### src/rtl/ext_ea_pkg.sv
package ext_ea_pkg;
  typedef enum logic [1:0] {
    SZ_BYTE = 2'd0,
    SZ_HALF = 2'd1,
    SZ_WORD = 2'd2,
    SZ_DBL  = 2'd3
  } opsize_e;

  typedef enum logic [1:0] {
    ST_IDLE,
    ST_FETCH,
    ST_CALC,
    ST_DONE
  } eag_state_e;
endpackage

### src/rtl/ext_ea_align.sv
module ext_ea_align
  import ext_ea_pkg::*;
#(
  parameter int WADDR_W = 20,
  parameter int IDX_W   = 32
) (
  input  logic [WADDR_W-1:0] base,
  input  logic [IDX_W-1:0]   idx,
  input  logic               use_idx,
  input  opsize_e            size,
  output logic [WADDR_W+1:0] byte_addr
);
  localparam int BW = WADDR_W + 2;

  logic [IDX_W-1:0] idx_eff;
  logic [BW-1:0]    cand [4];

  assign idx_eff = use_idx ? idx : '0;

  // one candidate per operand size; arithmetic width shrinks with size
  for (genvar g = 0; g < 4; g++) begin : g_sz
    localparam int AW = BW - g;
    logic [AW-1:0] base_al;
    logic [AW-1:0] sum;
    if (g < 2) begin : g_left
      assign base_al = {base, {(2 - g){1'b0}}};
    end else if (g == 2) begin : g_none
      assign base_al = base;
    end else begin : g_right
      assign base_al = base[WADDR_W-1:1];
    end
    // full-width add, truncated at the size's own field width
    assign sum     = AW'(IDX_W'(base_al) + idx_eff);
    assign cand[g] = BW'(sum) << g;
  end

  assign byte_addr = cand[size];
endmodule

### src/rtl/ext_ea_ctrl.sv
module ext_ea_ctrl
  import ext_ea_pkg::*;
(
  input  logic clk,
  input  logic rst,
  input  logic cmd_valid,
  input  logic need_fetch,
  input  logic mem_ack,
  output logic cmd_ready,
  output logic accept,
  output logic mem_req,
  output logic fetch_done,
  output logic calc_en,
  output logic done
);
  eag_state_e state_q, state_d;

  assign cmd_ready  = (state_q == ST_IDLE);
  assign accept     = cmd_ready && cmd_valid;
  assign mem_req    = (state_q == ST_FETCH);
  assign fetch_done = mem_req && mem_ack;
  assign calc_en    = (state_q == ST_CALC);
  assign done       = (state_q == ST_DONE);

  always_comb begin
    state_d = state_q;
    unique case (state_q)
      ST_IDLE:  if (accept) state_d = need_fetch ? ST_FETCH : ST_CALC;
      ST_FETCH: if (mem_ack) state_d = ST_CALC;
      ST_CALC:  state_d = ST_DONE;
      ST_DONE:  state_d = ST_IDLE;
      default:  state_d = ST_IDLE;
    endcase
  end

  always_ff @(posedge clk) begin
    if (rst) state_q <= ST_IDLE;
    else     state_q <= state_d;
  end
endmodule

### src/rtl/ext_ea_gen.sv
module ext_ea_gen
  import ext_ea_pkg::*;
#(
  parameter int REF_W   = 17,
  parameter int WADDR_W = 20,
  parameter int IDX_W   = 32,
  parameter int SEL_W   = 3
) (
  input  logic               clk,
  input  logic               rst,
  input  logic               st_map,
  input  logic               st_ext,
  input  logic               cmd_valid,
  output logic               cmd_ready,
  input  logic               cmd_ind,
  input  logic [SEL_W-1:0]   cmd_sel,
  input  logic [REF_W-1:0]   cmd_ref,
  input  logic [IDX_W-1:0]   cmd_idx,
  input  logic [1:0]         cmd_size,
  output logic               mem_req,
  output logic [WADDR_W-1:0] mem_addr,
  input  logic               mem_ack,
  input  logic [WADDR_W-1:0] mem_rdata,
  output logic               done,
  output logic [WADDR_W-1:0] ea_word,
  output logic [1:0]         ea_fine
);
  localparam int BW = WADDR_W + 2;

  logic               ext_mode;
  logic               need_fetch;
  logic               accept, fetch_done, calc_en;
  logic               active_q, use_idx_q;
  opsize_e            size_q;
  logic [IDX_W-1:0]   idx_q;
  logic [WADDR_W-1:0] base_q;
  logic [BW-1:0]      aligned;
  logic [BW-1:0]      ea_q;

  assign ext_mode   = !st_map && st_ext;
  assign need_fetch = ext_mode && cmd_ind;

  ext_ea_ctrl u_ctrl (
    .clk        (clk),
    .rst        (rst),
    .cmd_valid  (cmd_valid),
    .need_fetch (need_fetch),
    .mem_ack    (mem_ack),
    .cmd_ready  (cmd_ready),
    .accept     (accept),
    .mem_req    (mem_req),
    .fetch_done (fetch_done),
    .calc_en    (calc_en),
    .done       (done)
  );

  always_ff @(posedge clk) begin
    if (rst) begin
      active_q  <= 1'b0;
      use_idx_q <= 1'b0;
      size_q    <= SZ_WORD;
      idx_q     <= '0;
      base_q    <= '0;
    end else if (accept) begin
      active_q  <= ext_mode;
      use_idx_q <= ext_mode && (cmd_sel != '0);
      size_q    <= opsize_e'(cmd_size);
      idx_q     <= cmd_idx;
      base_q    <= WADDR_W'(cmd_ref);
    end else if (fetch_done) begin
      base_q    <= mem_rdata;
    end
  end

  ext_ea_align #(
    .WADDR_W (WADDR_W),
    .IDX_W   (IDX_W)
  ) u_align (
    .base      (base_q),
    .idx       (idx_q),
    .use_idx   (use_idx_q),
    .size      (size_q),
    .byte_addr (aligned)
  );

  always_ff @(posedge clk) begin
    if (rst)          ea_q <= '0;
    else if (calc_en) ea_q <= active_q ? aligned : {base_q, 2'b00};
  end

  assign mem_addr = base_q;
  assign ea_word  = ea_q[BW-1:2];
  assign ea_fine  = ea_q[1:0];
endmodule

### config.mk
export PLATFORM = sky130hd
export DESIGN_NAME = ext_ea_gen
export DESIGN_NICKNAME = d
export VERILOG_FILES = /design/src/rtl/ext_ea_pkg.sv /design/src/rtl/ext_ea_align.sv /design/src/rtl/ext_ea_ctrl.sv /design/src/rtl/ext_ea_gen.sv
export SDC_FILE = /design/constraint.sdc
export NUM_CORES = 1
export LEC_CHECK = 0
export ABC_AREA = 1
export CAP_MARGIN = 30
export CORE_MARGIN = 2
export CORE_UTILIZATION = 45
export CTS_CLUSTER_SIZE = 25
export DETAILED_ROUTE_END_ITERATION = 16
export GPL_TIMING_DRIVEN = 1
export PLACE_DENSITY = 0.68
export SLEW_MARGIN = 10
export SYNTH_ARGS = -nofsm -noshare
export SYNTH_HDL_FRONTEND = slang
export SYNTH_SLANG_ARGS = --single-unit
### constraint.sdc
create_clock -name clk -period 6.3 [get_ports clk]
set_input_delay 1.26 -clock clk [delete_from_list [all_inputs] [get_ports clk]]
set_output_delay 1.26 -clock clk [all_outputs]
set_load 0.05 [all_outputs]
==> implementation parameters <==
Parameter                              Value

Clocking
  Clock edge transition at the registers on the reported setup and hold paths ... 0.06 ns
  Clock tree from TritonCTS ... yes
  Number of clock buffers inserted by TritonCTS ... 9
  Level count of the clock H-tree ... 3
  Clock latency on the worst-skew pair ... 0.34 ns
  CTS Root Cell ... clkbuf_16
  Buffers inserted during post-CTS setup optimization ... 0
  Clock sink count ... 70
  Number of cells upsized or downsized after cts ... 0
  Maximum number of buffers from clock root to sink ... 2
  Number of hold-repair buffers added at the cts stage ... 0

Synth
  Post-Syn Nets ... 1650
  Area share of and/or/nand/nor cells after synthesis ... 48.17%
  Portion of netlist area occupied by mux cells ... 0%
  Synthesized instance count ... 1537
  Area fraction in compound gates after synthesis ... 17.33%
  Number of register bits inferred by synthesis ... 70
  FFs w/ async S/R, synth ... 0%
  Adder-cell area share of the yosys netlist ... 4.768%
  Distinct cell type count after synthesis ... 46
  Syn avg cell area ... 5.464 sq um
  Post-synth EDFFs ... 0
  Post-synthesis xor/xnor area fraction ... 1.862%
  Yosys synthesis warning count ... 0
  Combinational family with the most area after synthesis ... simple AND/OR/NAND/NOR gates
  Primary flip-flop cell chosen by synthesis mapping ... dfxtp_1
  Netlist area before placement ... 0.008398 sq mm
  Part of the Yosys area used for sequential elements ... 16.69%

Timing
  Number of setup violations in the final report ... 0
  Fraction of the cycle the final worst path needs ... 58.07%
  Relative slew margins ... 40.34%
  Worst Max-Slew Pin Slew ... 0.8936 ns
  Final Hold Vio Count ... 0
  Clock skew ... 0.004874 ns
  Final period demand of the worst path ... 3.659 ns
  Post-route setup TNS ... 0 ns
  Setup repair after global routing missed its margin ... no
  Peak Freq ... 273.3 MHz
  Number of pins exceeding their max-slew limit in the final report ... 0

Critical path
  Cell type of the slowest stage on the worst timing path ... nor2_2
  Critical path capture point type ... flop
  Cells along the critical path ... clkdlybuf4s50_1 > nand2_1 > clkinv_1 > nor2_2 > buf_8 > inv_1 > o21ai_0
  Slowest Stage Delay on Critical Path ... 0.66 ns
  Startpoint type of the worst setup path ... primary input
  Buf+Inv Stages, Crit Path ... 4
  Timing startpoint of the critical path ... cmd_valid
  Critical path fanouts, max ... 21
  CP Data Required Time ... 6.56 ns
  Setup CP Type ... primary input to flop
  Launch point of the worst reg-to-reg path ... use_idx_q
  Critical path arrival ... 3.92 ns
  Largest delay contributor family on the critical path ... buffers and inverters

Power
  Maximum vdd ir drop ... 0.0003181 V
  Power Dens Cells ... 309.2 mW/mm^2
  Share of total power in sequential cells ... 26.4%
  Fraction of power consumed by the clock network ... 16.8%
  Share of total power in combinational logic ... 56.8%
  P_leak ... 0.005404 uW
  Sw Share ... 53.82%
  Internal power ... 1432 uW
  Switching power of the nets ... 1669 uW

Routing
  M1 wire length ... 14880 um
  Detail Route met2 WL ... 14440 um
  Number of vias per cell after detailed routing ... 5.640
  Starting DRT DRC Count ... 898
  Uppermost signal routing layer after detailed routing ... met4
  Met3 wirelength from detailed routing ... 3016 um
  Drt first pass iters ... 6
  Routed Wire Length ... 33920 um
  Final ANT Viol Nets ... 0
  Routed length per instance ... 18.20 um
  Via count ... 10513
  DRC ... 0

Global routing
  Pin count of the biggest net entering global routing ... 42
  Initial antenna violation count ... 0
  First-pass GRT wire length ... 52880 um
  Final global-route overflow total ... 0
  Via count of the first global-routing pass ... 9626
  Total global routing track utilization ... 34.22%

Placement
  Dpl cells ... 1849
  Total of buffers placed on input and output ports ... 115
  Routability-driven placement congestion ratio ... 1.022
  Detailed placer's ending HPWL ... 26560 um

Status
  Run status ... finished, final reports clean

Floorplan
  Height of the die ... 140.6 um
  Chip width ... 140.6 um
  Starting density of the core ... 46.28%
  I/O pin total ... 126
  Die area ... 0.01977 sq mm
  Area inside the core boundary ... 0.01815 sq mm
  Number of placement rows ... 49

Min path
  Hold Path Origin ... idx_q[20]
  HP Class ... flop to flop

Finish
  Highest-count cells in the layout ignoring fill and taps ... nand2_1 (486), nand3_1 (207), inv_1 (182), nor2_1 (153), clkdlybuf4s50_1 (115)
  Filler Cell Count ... 1934
  Total Nets Final ... 1744
  Share of cells above drive strength 1 ... 6.239%
  Count of placed standard cells in the final layout, fillers left out ... 1864
  Area growth from synthesis to final layout ... 19.40%
  Most common library cell in the layout ignoring fill and taps ... nand2_1
  Antenna Cells ... 0

Run
  Max-cap violations ... 0
## state kept, by name, summed over array words and instances (netlist names)
signal and count:
ea_q 22, idx_q 22, mem_addr 20, size_q 2
u_ctrl.state_q 2, active_q 1, use_idx_q 1
## area by class of cell
cell class                 count  area, sq um  area share [%]
clock buffer                  10        239.0           2.383
clock inverter                 5        60.06          0.5990
inverter                     190        713.2           7.113
multi-input combinational   1233         6062           60.46
sequential                    70         1403           13.99
tap                          229        286.5           2.858
timing repair buffer         127         1264           12.60
## routing by layer
| layer | GRT usage (%) | up-vias |
|---|---|---|
| li1 | - | 5194 |
| met5 | 0 | - |
| met1 | 46.27 | 4768 |
| met4 | 15.42 | 0 |
| met3 | 6.284 | 79 |
| met2 | 53.20 | 472 |
## path summary, 6_finish.rpt
path,endpoint,slack (ns),cells past startpoint
hold reg to reg,idx_q[20],0.48,1
hold / removal,idx_q[20],0.48,1
setup / recovery,active_q,2.64,7
setup reg to reg,ea_q[14],2.73,20
## logic make-up after synthesis
kind of cell             count (synthesis)
flip-flops                              70
adder cells (fa/ha/maj)                 32
AO/OA/AOI/OAI                          250
buffers and inverters                  234
XOR/XNOR                                17
AND/OR/NAND/NOR                        934
## Yosys cell counts, types with 2 or more instances
library cell | number | area (sq um)
a21boi_1 | 4 | 30.03
a21oi_1 | 111 | 555.5
a21oi_2 | 4 | 35.03
a22o_1 | 22 | 192.7
a31oi_1 | 4 | 25.02
buf_1 | 4 | 15.01
buf_2 | 6 | 30.03
buf_6 | 3 | 33.78
clkbuf_1 | 28 | 105.1
clkinv_1 | 2 | 7.510
dfxtp_1 | 70 | 1401
ha_1 | 32 | 400.4
inv_1 | 182 | 683.2
inv_2 | 6 | 22.52
nand2_1 | 486 | 1824
nand2_2 | 20 | 125.1
nand2_4 | 3 | 33.78
nand3_1 | 207 | 1036
nand3_2 | 11 | 110.1
nand3b_1 | 6 | 45.04
nand4_1 | 12 | 75.07
nor2_1 | 155 | 581.8
nor2_2 | 23 | 143.9
nor3_1 | 8 | 40.04
o211ai_1 | 5 | 37.54
o21a_1 | 2 | 15.01
o21ai_0 | 65 | 325.3
o21ai_1 | 6 | 30.03
o21bai_1 | 15 | 112.6
o22ai_1 | 5 | 31.28
xnor2_1 | 4 | 35.03
xor2_1 | 12 | 105.1
## per-stage QoR
step	util [%]	cell area, sq um	hold WS (ns)	worst slack, ns	total power [uW]
after floorplan	-	8398	0.4420	3.928	1900
after global placement	53.36	9683	0.4542	1.933	2517
after detailed placement	53.61	9728	0.4599	2.316	2535
after CTS	55.25	10030	0.4721	2.668	3071
after global routing	55.25	10030	0.5071	2.383	3275
final	55.25	10030	0.4758	2.641	3100
## power by group through the flow
| stage | clock network, uW | registers (uW) | logic [uW] |
|---|---|---|---|
| CTS | 531 | 802 | 1740 |
| detailed placement | 0 | 807 | 1730 |
| global route | 548 | 823 | 1900 |
| global placement | 0 | 816 | 1700 |
| finish | 522 | 817 | 1760 |
| floorplan | 0 | 987 | 913 |
Power figures use the tool's default switching activity.
